`src/rtl/cfg_lock_pkg.sv`:
```
package cfg_lock_pkg;

  localparam int unsigned REG_IDX_W = 3;
  localparam int unsigned KEY_BIT   = 16;

  localparam logic [REG_IDX_W-1:0] IDX_MODE  = 3'd0;
  localparam logic [REG_IDX_W-1:0] IDX_OTYPE = 3'd1;
  localparam logic [REG_IDX_W-1:0] IDX_SPEED = 3'd2;
  localparam logic [REG_IDX_W-1:0] IDX_PULL  = 3'd3;
  localparam logic [REG_IDX_W-1:0] IDX_LOCK  = 3'd4;
  localparam logic [REG_IDX_W-1:0] IDX_AFLO  = 3'd5;
  localparam logic [REG_IDX_W-1:0] IDX_AFHI  = 3'd6;

  typedef enum logic [1:0] {
    SZ_BYTE = 2'd0,
    SZ_HALF = 2'd1,
    SZ_WORD = 2'd2,
    SZ_NONE = 2'd3
  } acc_size_e;

  typedef enum logic [2:0] {
    SEQ_IDLE  = 3'd0,
    SEQ_KEY1  = 3'd1,
    SEQ_KEY0  = 3'd2,
    SEQ_KEY2  = 3'd3,
    SEQ_ARMED = 3'd4
  } seq_e;

endpackage

```
`src/rtl/cfg_lock_rst_sync.sv`:
```
module cfg_lock_rst_sync (
  input  logic clk,
  input  logic rst_n,
  output logic rst_sync_n
);

  logic [1:0] stage_q;

  always_ff @(posedge clk or negedge rst_n) begin
    if (!rst_n) begin
      stage_q <= 2'b00;
    end else begin
      stage_q <= {stage_q[0], 1'b1};
    end
  end

  assign rst_sync_n = stage_q[1];

endmodule

```
`src/rtl/cfg_lock_seq.sv`:
```
module cfg_lock_seq
  import cfg_lock_pkg::*;
#(
  parameter int unsigned NPINS = 16
) (
  input  logic             clk,
  input  logic             rst_n,
  input  logic             acc_i,
  input  logic             wr_i,
  input  logic             word_i,
  input  logic             key_i,
  input  logic [NPINS-1:0] mask_i,
  output seq_e             state_o,
  output logic [NPINS-1:0] mask_o,
  output logic [NPINS-1:0] locked_o
);

  seq_e             st_q, st_d;
  logic [NPINS-1:0] mask_q;
  logic             cap_en;
  logic             same_mask;
  logic             good_wr;

  assign same_mask = (mask_i == mask_q);
  assign good_wr   = wr_i && word_i;

  always_comb begin
    st_d   = st_q;
    cap_en = 1'b0;
    if (acc_i) begin
      unique case (st_q)
        SEQ_IDLE: begin
          if (good_wr && key_i) begin
            st_d   = SEQ_KEY1;
            cap_en = 1'b1;
          end else begin
            st_d = SEQ_IDLE;
          end
        end
        SEQ_KEY1:  st_d = (good_wr && !key_i && same_mask) ? SEQ_KEY0 : SEQ_IDLE;
        SEQ_KEY0:  st_d = (good_wr &&  key_i && same_mask) ? SEQ_KEY2 : SEQ_IDLE;
        SEQ_KEY2:  st_d = (!wr_i) ? SEQ_ARMED : SEQ_IDLE;
        SEQ_ARMED: st_d = SEQ_ARMED;
        default:   st_d = SEQ_IDLE;
      endcase
    end
  end

  always_ff @(posedge clk or negedge rst_n) begin
    if (!rst_n) begin
      st_q <= SEQ_IDLE;
    end else begin
      st_q <= st_d;
    end
  end

  always_ff @(posedge clk or negedge rst_n) begin
    if (!rst_n) begin
      mask_q <= '0;
    end else if (cap_en) begin
      mask_q <= mask_i;
    end
  end

  assign state_o  = st_q;
  assign mask_o   = mask_q;
  assign locked_o = (st_q == SEQ_ARMED) ? mask_q : '0;

endmodule

```
`src/rtl/cfg_lock_fieldmask.sv`:
```
module cfg_lock_fieldmask #(
  parameter int unsigned NPINS = 16,
  localparam int unsigned HALF = NPINS / 2
) (
  input  logic [NPINS-1:0]  locked_i,
  output logic [2*NPINS-1:0] open_two_o,
  output logic [NPINS-1:0]   open_one_o,
  output logic [4*HALF-1:0]  open_aflo_o,
  output logic [4*HALF-1:0]  open_afhi_o
);

  for (genvar p = 0; p < NPINS; p++) begin : g_pin
    assign open_two_o[2*p +: 2] = {2{~locked_i[p]}};
    assign open_one_o[p]        = ~locked_i[p];
  end

  for (genvar q = 0; q < HALF; q++) begin : g_af
    assign open_aflo_o[4*q +: 4] = {4{~locked_i[q]}};
    assign open_afhi_o[4*q +: 4] = {4{~locked_i[HALF+q]}};
  end

endmodule

```
`src/rtl/cfg_lock_unit.sv`:
```
module cfg_lock_unit
  import cfg_lock_pkg::*;
#(
  parameter int unsigned NPINS = 16,
  parameter int unsigned DW    = 32
) (
  input  logic                 clk,
  input  logic                 rst_n,
  input  logic                 bus_valid,
  input  logic                 bus_write,
  input  logic [REG_IDX_W-1:0] bus_addr,
  input  logic [1:0]           bus_size,
  input  logic [DW-1:0]        bus_wdata,
  output logic [DW-1:0]        bus_rdata,
  output logic [NPINS-1:0]     pin_locked,
  output logic [DW-1:0]        mode_wmask,
  output logic [DW-1:0]        otype_wmask,
  output logic [DW-1:0]        speed_wmask,
  output logic [DW-1:0]        pull_wmask,
  output logic [DW-1:0]        aflo_wmask,
  output logic [DW-1:0]        afhi_wmask
);

  localparam int unsigned HALF = NPINS / 2;

  logic             rst_sync_n;
  logic             lock_acc;
  logic             is_word;
  seq_e             seq_st;
  logic [NPINS-1:0] seq_mask;
  logic [NPINS-1:0] locked;

  logic [2*NPINS-1:0] open_two;
  logic [NPINS-1:0]   open_one;
  logic [4*HALF-1:0]  open_aflo;
  logic [4*HALF-1:0]  open_afhi;

  logic [DW-1:0] lanes;
  logic [DW-1:0] pad_two, pad_one, pad_aflo, pad_afhi;
  logic          cfg_wr;
  logic          unused_wdata;

  assign unused_wdata = ^{1'b0, bus_wdata[DW-1:KEY_BIT+1]};

  cfg_lock_rst_sync i_rst_sync (
    .clk        (clk),
    .rst_n      (rst_n),
    .rst_sync_n (rst_sync_n)
  );

  assign lock_acc = bus_valid && (bus_addr == IDX_LOCK);
  assign is_word  = (bus_size == SZ_WORD);

  cfg_lock_seq #(.NPINS(NPINS)) i_seq (
    .clk      (clk),
    .rst_n    (rst_sync_n),
    .acc_i    (lock_acc),
    .wr_i     (bus_write),
    .word_i   (is_word),
    .key_i    (bus_wdata[KEY_BIT]),
    .mask_i   (bus_wdata[NPINS-1:0]),
    .state_o  (seq_st),
    .mask_o   (seq_mask),
    .locked_o (locked)
  );

  cfg_lock_fieldmask #(.NPINS(NPINS)) i_fieldmask (
    .locked_i    (locked),
    .open_two_o  (open_two),
    .open_one_o  (open_one),
    .open_aflo_o (open_aflo),
    .open_afhi_o (open_afhi)
  );

  always_comb begin
    lanes = '0;
    unique case (bus_size)
      SZ_BYTE: lanes[7:0]  = '1;
      SZ_HALF: lanes[15:0] = '1;
      SZ_WORD: lanes       = '1;
      default: lanes       = '0;
    endcase
  end

  always_comb begin
    pad_two  = '0;
    pad_one  = '0;
    pad_aflo = '0;
    pad_afhi = '0;
    pad_two[2*NPINS-1:0] = open_two;
    pad_one[NPINS-1:0]   = open_one;
    pad_aflo[4*HALF-1:0] = open_aflo;
    pad_afhi[4*HALF-1:0] = open_afhi;
  end

  assign cfg_wr = bus_valid && bus_write;

  assign mode_wmask  = (cfg_wr && bus_addr == IDX_MODE)  ? (lanes & pad_two)  : '0;
  assign otype_wmask = (cfg_wr && bus_addr == IDX_OTYPE) ? (lanes & pad_one)  : '0;
  assign speed_wmask = (cfg_wr && bus_addr == IDX_SPEED) ? (lanes & pad_two)  : '0;
  assign pull_wmask  = (cfg_wr && bus_addr == IDX_PULL)  ? (lanes & pad_two)  : '0;
  assign aflo_wmask  = (cfg_wr && bus_addr == IDX_AFLO)  ? (lanes & pad_aflo) : '0;
  assign afhi_wmask  = (cfg_wr && bus_addr == IDX_AFHI)  ? (lanes & pad_afhi) : '0;

  always_comb begin
    bus_rdata = '0;
    if (lock_acc && !bus_write && (seq_st == SEQ_ARMED)) begin
      bus_rdata[KEY_BIT]     = 1'b1;
      bus_rdata[NPINS-1:0]   = locked;
    end
  end

  assign pin_locked = locked;

endmodule

```
`config.mk`:
```
export PLATFORM = sky130hd
export DESIGN_NAME = cfg_lock_unit
export DESIGN_NICKNAME = d
export VERILOG_FILES = /design/src/rtl/cfg_lock_pkg.sv /design/src/rtl/cfg_lock_rst_sync.sv /design/src/rtl/cfg_lock_seq.sv /design/src/rtl/cfg_lock_fieldmask.sv /design/src/rtl/cfg_lock_unit.sv
export SDC_FILE = /design/constraint.sdc
export NUM_CORES = 1
export LEC_CHECK = 0
export ABC_CLOCK_PERIOD_IN_PS = 3600
export BUFFER_PORTS_ARGS = -buffer_cell sky130_fd_sc_hd__buf_2
export CAP_MARGIN = 10
export CORE_AREA = 2 2 109 111
export CTS_CLUSTER_SIZE = 14
export DETAILED_ROUTE_END_ITERATION = 10
export DIE_AREA = 0 0 111 113
export HOLD_SLACK_MARGIN = 0.15
export PLACE_DENSITY = 0.71
export SYNTH_ARGS = -nofsm -noshare
export SYNTH_HDL_FRONTEND = slang
export SYNTH_HIERARCHICAL = 1
export SYNTH_SLANG_ARGS = --single-unit
```
`constraint.sdc`:
```
create_clock -name clk -period 3.6 [get_ports clk]
set_input_delay 0.72 -clock clk [delete_from_list [all_inputs] [get_ports clk]]
set_output_delay 0.72 -clock clk [all_outputs]
set_load 0.05 [all_outputs]
```
==> flow_metrics.py, run 1 <==
metrics = {
    "power_and_ir_drop": {
        "swShare_pct": 46.3,
        "p_total_uw": 920,
        "power_frac_clock_pct": 25.3,
        "p_per_area_mw_per_mm2": 193,
        "ir_drop_v": 0.000350,
        "seqPwrFrac_pct": 29.4,
        "internal_power_uw": 494,
        "combPwrFrac_pct": 45.3,
        "p_switching_uw": 426,
        "p_leak_nw": 2.80,
    },
    "timing": {
        "min_period_ps": 3190,
        "worst_pin_slew_ps": 1130,
        "post-route-period-util_pct": 88.7,
        "max_freq_mhz": 313,
        "drv_slew": 0,
        "fin_ws_ps": 405,
        "skew_ps": 4.16,
        "hold_viol_final": 0,
        "setup_viol": 0,
        "relSlewSlack_pct": 24.4,
        "grt_setup_unrepaired": "no",
        "hold_slack_ps": 245,
        "setup_tns_ps": 0,
    },
    "layout": {
        "mostFrequentLayoutCells": "234 x buf_2, 136 x nor3_1, 84 x inv_1, 50 x nand2_1, 37 x nor4_2",
        "diodes": 0,
        "drive_above_1_share_pct": 43.9,
        "fill_cells": 1187,
        "syn_to_final_growth_pct": 17.5,
        "final_common_cell": "buf_2",
        "fin_nets": 766,
    },
    "worst_setup_path": {
        "cp_max_fo": 16,
        "worstSetupPathType": "reg -> out",
        "reg2reg_slack_ps": 1930,
        "cp_top_family": "simple AND/OR/NAND/NOR gates",
        "cp_common_cell": "inv_1",
        "cp-start-kind": "flip-flop",
        "critPathRequiredTime_ps": 2880,
        "crit_arrival_ps": 2470,
        "end_kind": "output port",
        "rr_startpoint": "i_seq/state_o[2]",
        "path_cells": "inv_1 -> and3_1 -> and2_1 -> inv_1 -> inv_1 -> nor4_1 -> buf_2",
        "cp_slowest_cell": "dfrtp_1",
        "critPathBufInv": 4,
        "rr_endpoint": "i_seq/mask_o[14]",
        "max_stage_delay_ps": 460,
        "rr_worst_depth": 3,
    },
    "clock_tree": {
        "cts_sinks": 21,
        "cts-buffers-inserted": 3,
        "cts_setup_buffers": 0,
        "ctsHoldBuffers": 0,
        "clock-root-buffer": "clkbuf_16",
        "cts.htree.levels": 1,
        "path_clk_slew_ps": 60,
        "cts_tree": "yes",
        "cts_buffer_depth": 2,
        "cts-resized-gates": 0,
        "clock_latency_ps": 250,
    },
    "global_route": {
        "track_usage_pct": 19.6,
        "met3_usage_pct": 3.27,
        "top_usage_layer": "met2",
        "grt_first_pass_wirelength_um": 20100,
        "grt_max_degree": 65,
        "met2_usage_pct": 33.9,
        "antenna_found_initial": 0,
        "gr-total-overflow": 0,
        "met1_usage_pct": 26.5,
        "grt_pass1_vias": 3546,
    },
    "detailed_routing": {
        "route.detailed.drc": 0,
        "dr.pass1.iters": 5,
        "vias": 4257,
        "wl_per_cell_um": 15.3,
        "drt-initial-drc-count": 349,
        "final_antenna_net_count": 0,
        "drt-total-wl_um": 13200,
        "vias_per_cell": 4.92,
    },
    "run_status": {
        "status": "finished clean",
    },
    "yosys": {
        "syn_inst": 624,
        "synth_top_family_by_area": "simple AND/OR/NAND/NOR gates",
        "yosysWarnings": 6,
        "synthMuxAreaShare_pct": 5.27,
        "synthAdderAreaFrac_pct": 0.616,
        "syn_area_mm2": 0.00406,
        "synth-seq-cells": 21,
        "yosys.area_share.simple_pct": 39.9,
        "synth_compound_area_share_pct": 0.863,
        "ys_types": 33,
        "yosysSeqAreaShare_pct": 12.9,
        "avgSynthCellArea_um2": 6.51,
        "synth_xor_area_share_pct": 3.45,
    },
    "floorplan": {
        "die_h_um": 113,
        "ios": 281,
        "die-area_mm2": 0.0125,
        "rows": 39,
        "die_x_um": 111,
        "initial_core_util_pct": 36.0,
        "core_area_mm2": 0.0113,
    },
    "hold_path": {
        "hold_class": "in -> async",
    },
    "placement": {
        "place_ws_ps": 544,
        "port_buffers": 234,
        "dp_hpwl_um": 10200,
        "globalplace.congestion": 0.811,
    },
    "run": {
        "drv_cap": 0,
    },
}
power by group through the flow:
stage / combinational [mW] / clock [mW] / sequential (mW)
floorplan: 0.370 / 0 / 0.269
global placement: 0.414 / 0 / 0.273
detailed placement: 0.416 / 0 / 0.274
CTS: 0.417 / 0.235 / 0.270
global route: 0.446 / 0.246 / 0.273
finish: 0.417 / 0.233 / 0.270
stage by stage:
stage | instance area (um2) | instances | util, %
detailed placement | 4690 | 861 | 41.6
CTS | 4770 | 865 | 42.3
global placement | 4690 | 861 | 41.6
finish | 4770 | 865 | 42.3
global route | 4770 | 865 | 42.3
floorplan | 4400 | 654 | -
worst max path at each step:
stage	startpoint	end	slack, ps	depth (start not counted)
after floorplan	bus_size[0]	afhi_wmask[12]	-220	5
after global placement	bus_write	bus_rdata[9]	550	4
after detailed placement	bus_write	bus_rdata[3]	540	4
after CTS	i_seq/state_o[1]	speed_wmask[17]	390	7
after global routing	i_seq/state_o[1]	speed_wmask[17]	240	7
final	i_seq/state_o[1]	aflo_wmask[14]	410	7
worst reg2reg max path: stages (launching register included):
cell and delay (ps):
dfrtp_1 430, and4b_2 350, nand4_4 350, mux2_4 430
synthesized netlist by cell type:
library cell	number	share of area, %
nor3_1	136	17
buf_4	127	23
inv_1	84	7.8
nand2_1	50	4.6
nor4_1	49	7.5
clkbuf_1	33	3.1
dfrtp_1	21	13
nand2b_1	19	2.9
and2_1	16	2.5
buf_1	13	1.2
xnor2_1	12	2.6
mux2_4	9	3.3
nor3_2	9	2.2
mux2_2	7	1.9
buf_2	6	0.74
nand4_1	4	0.62
o21ai_0	4	0.49
xor2_1	4	0.86
nand3_1	3	0.37
buf_6	2	0.55
conb_1	2	0.18
ha_1	2	0.62
nand4b_1	2	0.43
and3_1	1	0.15
and4b_2	1	0.28
nand3b_1	1	0.18
nand4_4	1	0.52
nand4bb_1	1	0.28
nor2_1	1	0.092
o221ai_1	1	0.22
o22ai_1	1	0.15
or2_2	1	0.15
or4b_1	1	0.25
layer usage:
metal  vias up  share of wire, %
met5         -                 0
met4         0               1.0
met3        10               7.3
met2       175                48
met1      1983                43
li1       2089                 -
logic make-up after synthesis:
family | count (synthesis)
AO/OA/AOI/OAI | 6
XOR/XNOR | 16
adder cells (fa/ha/maj) | 2
buffers and inverters | 265
flip-flops | 21
multiplexers | 16
other | 2
AND/OR/NAND/NOR | 296
state kept, by name (all words and copies together) (netlist names):
register / count
i_rst_sync/stage_q: 2
i_seq/mask_o: 16
i_seq/state_o: 3
area by class of cell:
cell class	count	area, um2	share of cell area (%)
Multi-Input combinational cell	368	2400	50.4
Timing Repair Buffer	245	1270	26.5
Sequential cell	21	526	11.0
Clock buffer	4	78.8	1.65
Tap cell	143	179	3.75
Inverter	84	315	6.61
Note: power is estimated with default switching activity, not from simulation.
==> inputs of run 2 (changes only) <==
--- a/config.mk
+++ b/config.mk
@@ -5,15 +5,16 @@
 export SDC_FILE = /design/constraint.sdc
 export NUM_CORES = 1
 export LEC_CHECK = 0
+export ABC_AREA = 1
 export ABC_CLOCK_PERIOD_IN_PS = 3600
 export BUFFER_PORTS_ARGS = -buffer_cell sky130_fd_sc_hd__buf_2
 export CAP_MARGIN = 10
-export CORE_AREA = 2 2 109 111
+export CORE_AREA = 2 2 110 112
 export CTS_CLUSTER_SIZE = 14
 export DETAILED_ROUTE_END_ITERATION = 10
-export DIE_AREA = 0 0 111 113
+export DIE_AREA = 0 0 112 114
 export HOLD_SLACK_MARGIN = 0.15
-export PLACE_DENSITY = 0.71
+export PLACE_DENSITY = 0.68
 export SYNTH_ARGS = -nofsm -noshare
 export SYNTH_HDL_FRONTEND = slang
 export SYNTH_HIERARCHICAL = 1
==> run 2 against run 1 <==
Effect of this change:
- clock skew fell by 1.6 ps
- sequential power fell by 2%
- non-clock buffer count fell by 1
- critical path type is now in -> out
- synthesized cell count rose by 13%
- global-route usage fell by 3.1 points
- highest routed layer unchanged
- combinational power rose by 27%
==> flow_metrics.py, run 2 <==
metrics = {
    "power_and_ir_drop": {
        "p_leak_nw": 2.97,
        "ir_drop_v": 0.000242,
        "p_per_area_mw_per_mm2": 237,
    },
    "worst_setup_path": {
        "end_kind": "output port",
        "reg2reg_slack_ps": 2050,
        "cp-start-kind": "primary input",
        "crit_arrival_ps": 2390,
        "cp_max_fo": 18,
        "critPathRequiredTime_ps": 2880,
        "worstSetupPathType": "in -> out",
    },
    "global_route": {
        "antenna_found_initial": 0,
        "met2_usage_pct": 30.2,
        "track_usage_pct": 16.6,
        "grt_max_degree": 34,
        "top_usage_layer": "met2",
        "gr-total-overflow": 0,
        "met1_usage_pct": 21.6,
        "grt_first_pass_wirelength_um": 17300,
        "met3_usage_pct": 1.33,
        "grt_pass1_vias": 3321,
    },
    "detailed_routing": {
        "vias_per_cell": 4.25,
        "final_antenna_net_count": 0,
        "drt-initial-drc-count": 242,
        "route.detailed.drc": 0,
        "drt-total-wl_um": 11500,
        "dr.pass1.iters": 5,
        "vias": 4119,
        "wl_per_cell_um": 11.9,
    },
    "yosys": {
        "avgSynthCellArea_um2": 5.44,
        "ys_top_cells_by_count": "214 x nor2_1, 173 x nand2_1, 127 x buf_4, 74 x inv_1, 21 x dfrtp_1",
        "synth_top_area_share_pct": 24.9,
        "yosysWarnings": 6,
        "yosysTopAreaCell": "buf_4",
        "yosys.area_share.simple_pct": 42.8,
        "async_flop_share_pct": 100,
        "yosysMostFrequentCell": "nor2_1",
        "ys_types": 26,
        "synth_top_family_by_area": "simple AND/OR/NAND/NOR gates",
        "synthMuxAreaShare_pct": 0,
        "synth_edf_count": 0,
        "yosysSeqAreaShare_pct": 13.7,
        "synthTopCellsByArea": "buf_4 25%, nor2_1 21%, nand2_1 17%",
        "synth_ff_type": "dfrtp_1",
        "synth_compound_area_share_pct": 4.90,
        "syn_area_mm2": 0.00383,
        "synth_xor_area_share_pct": 0.457,
        "synthAdderAreaFrac_pct": 0.653,
        "syn_inst": 704,
        "synth-seq-cells": 21,
    },
    "clock_tree": {
        "cts-buffers-inserted": 3,
        "path_clk_slew_ps": 50,
        "cts_sinks": 21,
        "cts_tree": "yes",
        "cts-resized-gates": 0,
        "clock-root-buffer": "clkbuf_16",
        "cts.htree.levels": 1,
        "cts_setup_buffers": 0,
        "ctsHoldBuffers": 0,
        "cts_buffer_depth": 2,
        "clock_latency_ps": 250,
    },
    "layout": {
        "mostFrequentLayoutCells": "234 x buf_2, 214 x nor2_1, 173 x nand2_1, 74 x inv_1, 32 x conb_1",
        "largest_reg_flops": 16,
        "diodes": 0,
        "fin_nets": 867,
        "syn_to_final_growth_pct": 13.0,
        "final_area_mm2": 0.00433,
        "final_common_cell": "buf_2",
        "drive_above_1_share_pct": 35.0,
    },
    "timing": {
        "worst_pin_slew_ps": 794,
        "post-route-period-util_pct": 86.4,
        "min_period_ps": 3110,
        "max_freq_mhz": 321,
        "skew_ps": 2.55,
        "relSlewSlack_pct": 47.1,
        "setup_tns_ps": 0,
        "drv_slew": 0,
        "grt_setup_unrepaired": "no",
        "setup_viol": 0,
        "hold_viol_final": 0,
    },
    "floorplan": {
        "die_h_um": 114,
        "core_area_mm2": 0.0117,
        "rows": 40,
        "ios": 281,
        "die_x_um": 112,
        "initial_core_util_pct": 32.7,
        "die-area_mm2": 0.0128,
    },
    "run": {
        "drv_cap": 0,
    },
    "placement": {
        "dpl_cell_area_mm2": 0.00425,
        "dp_hpwl_um": 9300,
        "port_buffers": 234,
        "globalplace.congestion": 0.846,
    },
    "run_status": {
        "status": "finished clean",
    },
    "hold_path": {
        "hold_class": "in -> async",
    },
}
run 2: cell types whose count changed after synthesis, moves of 13 or more:
cell,previous run,this run
o21ai_2,0,14
nor2_2,0,13
nor3_1,136,0
clkbuf_1,33,9
and2_1,16,0
nor4_1,49,0
buf_2,6,19
buf_1,13,0
nor2_1,1,214
nand2_1,50,173
nand2b_1,19,0
run 2: power breakdown:
group / internal [mW] / switching [mW] / total, mW
registers: 0.249 / 0.0147 / 0.264
logic: 0.0983 / 0.430 / 0.529
clock network: 0.151 / 0.0820 / 0.233
run 2: logic make-up (layout without fill, tap and decap cells):
group / count (synthesis) / after routing
buffers and inverters: 239 / 328
XOR/XNOR: 2 / 2
AO/OA/AOI/OAI: 24 / 24
adder cells (fa/ha/maj): 2 / 2
AND/OR/NAND/NOR: 414 / 414
flip-flops: 21 / 21
other: 2 / 32
run 2: worst max-delay path, cell delays in order:
cell	delay [ps]
buf_2	110
inv_1	60
ha_2	260
inv_1	450
buf_4	310
nand2_1	80
nor2_1	120
buf_2	280
run 2: cell type report:
type	count	area, um2
flip-flops and latches	21	526
multi-input cells	474	1990
clock buffers	4	78.8
fillers	1345	7380
repair buffers	244	1250
inverters	80	300
well taps	147	184
run 2: routing by layer:
| metal | wire [um] | vias up |
|---|---|---|
| met5 | 0 | - |
| met2 | 5760 | 153 |
| met3 | 746 | 6 |
| li1 | - | 2133 |
| met1 | 4930 | 1827 |
| met4 | 70 | 0 |
run 2: stage by stage:
stage	total power, mW	utilization, %	hold WS (ps)	worst slack (ps)	cells
3_5_place_dp	0.799	36.3	342	459	966
4_1_cts	1.04	37.0	238	458	970
2_1_floorplan	0.822	-	240	609	734
5_1_grt	1.09	37.0	240	321	970
6_report	1.03	37.0	242	489	970
3_3_place_gp	0.796	36.3	339	499	966
run 2: worst paths after layout:
kind | cells after the start | end | from
worst min register to register | 0 | i_seq/mask_o[11] | i_rst_sync/stage_q[1]
worst max register to register | 4 | i_seq/mask_o[1] | i_seq/state_o[0]
max in group asynchronous | 0 | i_seq/state_o[2] | i_rst_sync/stage_q[1]
min in group clk | 0 | i_rst_sync/stage_q[1] | i_rst_sync/stage_q[0]
worst max-delay path | 8 | afhi_wmask[10] | bus_size[0]
worst min-delay path | 1 | i_rst_sync/stage_q[0] | rst_n
==> inputs of run 3 (changes only) <==
--- a/config.mk
+++ b/config.mk
@@ -7,7 +7,7 @@
 export LEC_CHECK = 0
 export ABC_AREA = 1
 export ABC_CLOCK_PERIOD_IN_PS = 3600
-export BUFFER_PORTS_ARGS = -buffer_cell sky130_fd_sc_hd__buf_2
+export BUFFER_PORTS_ARGS = -buffer_cell sky130_fd_sc_hd__clkbuf_2
 export CAP_MARGIN = 10
 export CORE_AREA = 2 2 110 112
 export CTS_CLUSTER_SIZE = 14
==> run 3 against run 2 <==
Effect of this change:
- first-iteration DRC count fell by 16%
- clock-buffer cell count did not move
- combinational power barely moved
- hold slack barely moved
- wire length fell by 0.22%
- die area did not move
- flip-flop and latch count did not move
- highest routed layer unchanged
- global-route usage fell by 0.28 points
==> flow_metrics.py, run 3 (synthesized netlist as in run 2, its figures left out) <==
metrics = {
    "layout": {
        "drive_above_1_share_pct": 35.0,
        "final_area_mm2": 0.00435,
        "fill_cells": 1343,
        "syn_to_final_growth_pct": 13.6,
        "layout.cells.non_filler": 970,
        "final_common_cell": "clkbuf_2",
        "mostFrequentLayoutCells": "234 x clkbuf_2, 214 x nor2_1, 173 x nand2_1, 74 x inv_1, 32 x conb_1",
        "fin_nets": 867,
        "diodes": 0,
        "largest_reg_flops": 16,
    },
    "worst_setup_path": {
        "cp_max_fo": 16,
        "cp-start-kind": "flip-flop",
        "worstSetupPathType": "reg -> out",
        "end_kind": "output port",
        "crit_arrival_ps": 2260,
        "critPathRequiredTime_ps": 2880,
    },
    "hold_path": {
        "hold_class": "in -> async",
    },
    "timing": {
        "hold_slack_ps": 242,
        "setup_viol": 0,
        "skew_ps": 1.64,
        "relSlewSlack_pct": 47.3,
        "max_freq_mhz": 335,
        "worst_pin_slew_ps": 791,
        "grt_setup_unrepaired": "no",
        "hold_viol_final": 0,
        "drv_slew": 0,
        "post-route-period-util_pct": 82.8,
        "min_period_ps": 2980,
        "setup_tns_ps": 0,
    },
    "run": {
        "drv_cap": 0,
    },
    "floorplan": {
        "ios": 281,
        "initial_core_util_pct": 32.7,
        "die-area_mm2": 0.0128,
        "rows": 40,
        "die_h_um": 114,
        "die_x_um": 112,
        "core_area_mm2": 0.0117,
    },
    "power_and_ir_drop": {
        "p_per_area_mw_per_mm2": 236,
        "p_total_mw": 1.03,
        "ir_drop_v": 0.000197,
        "p_leak_nw": 2.80,
    },
    "detailed_routing": {
        "wl_per_cell_um": 11.8,
        "route.detailed.drc": 0,
        "dr.pass1.iters": 5,
        "drt-total-wl_um": 11500,
        "vias": 4116,
        "drt-initial-drc-count": 204,
        "vias_per_cell": 4.24,
        "final_antenna_net_count": 0,
    },
    "clock_tree": {
        "cts.htree.levels": 1,
        "cts_buffer_depth": 2,
        "cts_sinks": 21,
        "cts-buffers-inserted": 3,
        "clock_latency_ps": 250,
        "cts_tree": "yes",
        "clock-root-buffer": "clkbuf_16",
        "ctsHoldBuffers": 0,
        "cts_setup_buffers": 0,
        "cts-resized-gates": 0,
        "path_clk_slew_ps": 60,
    },
    "placement": {
        "dpl_cell_area_mm2": 0.00427,
        "port_buffers": 234,
        "globalplace.congestion": 0.874,
        "dpl.cell_count": 966,
        "dp_hpwl_um": 9290,
    },
    "global_route": {
        "grt_first_pass_wirelength_um": 17000,
        "grt_pass1_vias": 3231,
        "gr-total-overflow": 0,
        "track_usage_pct": 16.3,
        "grt_max_degree": 34,
        "antenna_found_initial": 0,
    },
    "run_status": {
        "status": "finished clean",
    },
}
[run 3: final timing paths]
| check | from | endpoint | slack [ps] | depth (start not counted) |
|---|---|---|---|---|
| max reg2reg | i_seq/state_o[0] | i_seq/mask_o[1] | 2030 | 4 |
| min | rst_n | i_rst_sync/stage_q[1] | 240 | 1 |
| min reg2reg | i_rst_sync/stage_q[1] | i_seq/mask_o[14] | 330 | 0 |
| min in group clk | i_rst_sync/stage_q[0] | i_rst_sync/stage_q[1] | 350 | 0 |
| max | i_seq/state_o[2] | mode_wmask[31] | 620 | 8 |
| max in group asynchronous | i_rst_sync/stage_q[1] | i_seq/mask_o[2] | 2780 | 0 |
[run 3: stage by stage]
| stage | worst slack (ps) | util [%] |
|---|---|---|
| 6_report | 618 | 37.2 |
| 5_1_grt | 449 | 37.2 |
| 4_1_cts | 583 | 37.2 |
| 3_5_place_dp | 632 | 36.5 |
| 3_3_place_gp | 650 | 36.5 |
| 2_1_floorplan | 609 | - |
[run 3: report_power, final]
group	internal, mW	switching [mW]
logic	0.0978	0.431
clock network	0.151	0.0827
registers	0.249	0.0152
[run 3: critical path, stage by stage, from the launching register on]
cell	delay [ps]
dfrtp_1	410
inv_2	130
nor2_2	70
inv_2	300
nor2_1	170
inv_1	300
nand2_1	170
nor2_1	160
clkbuf_2	290
[run 3: per-layer routing]
| metal | vias up | track usage, % | wire (um) |
|---|---|---|---|
| met4 | 0 | 2.03 | 53 |
| met2 | 135 | 29.4 | 5790 |
| met1 | 1842 | 22.0 | 5020 |
| met3 | 6 | 1.28 | 614 |
| met5 | - | 0 | 0 |
| li1 | 2133 | - | - |
[run 3: area by class of cell]
class	count	area [um2]	share of cell area (%)
Timing Repair Buffer	244	1270	29.2
Sequential cell	21	526	12.1
Multi-Input combinational cell	474	1990	45.8
Clock buffer	4	78.8	1.81
Tap cell	147	184	4.23
Inverter	80	300	6.90
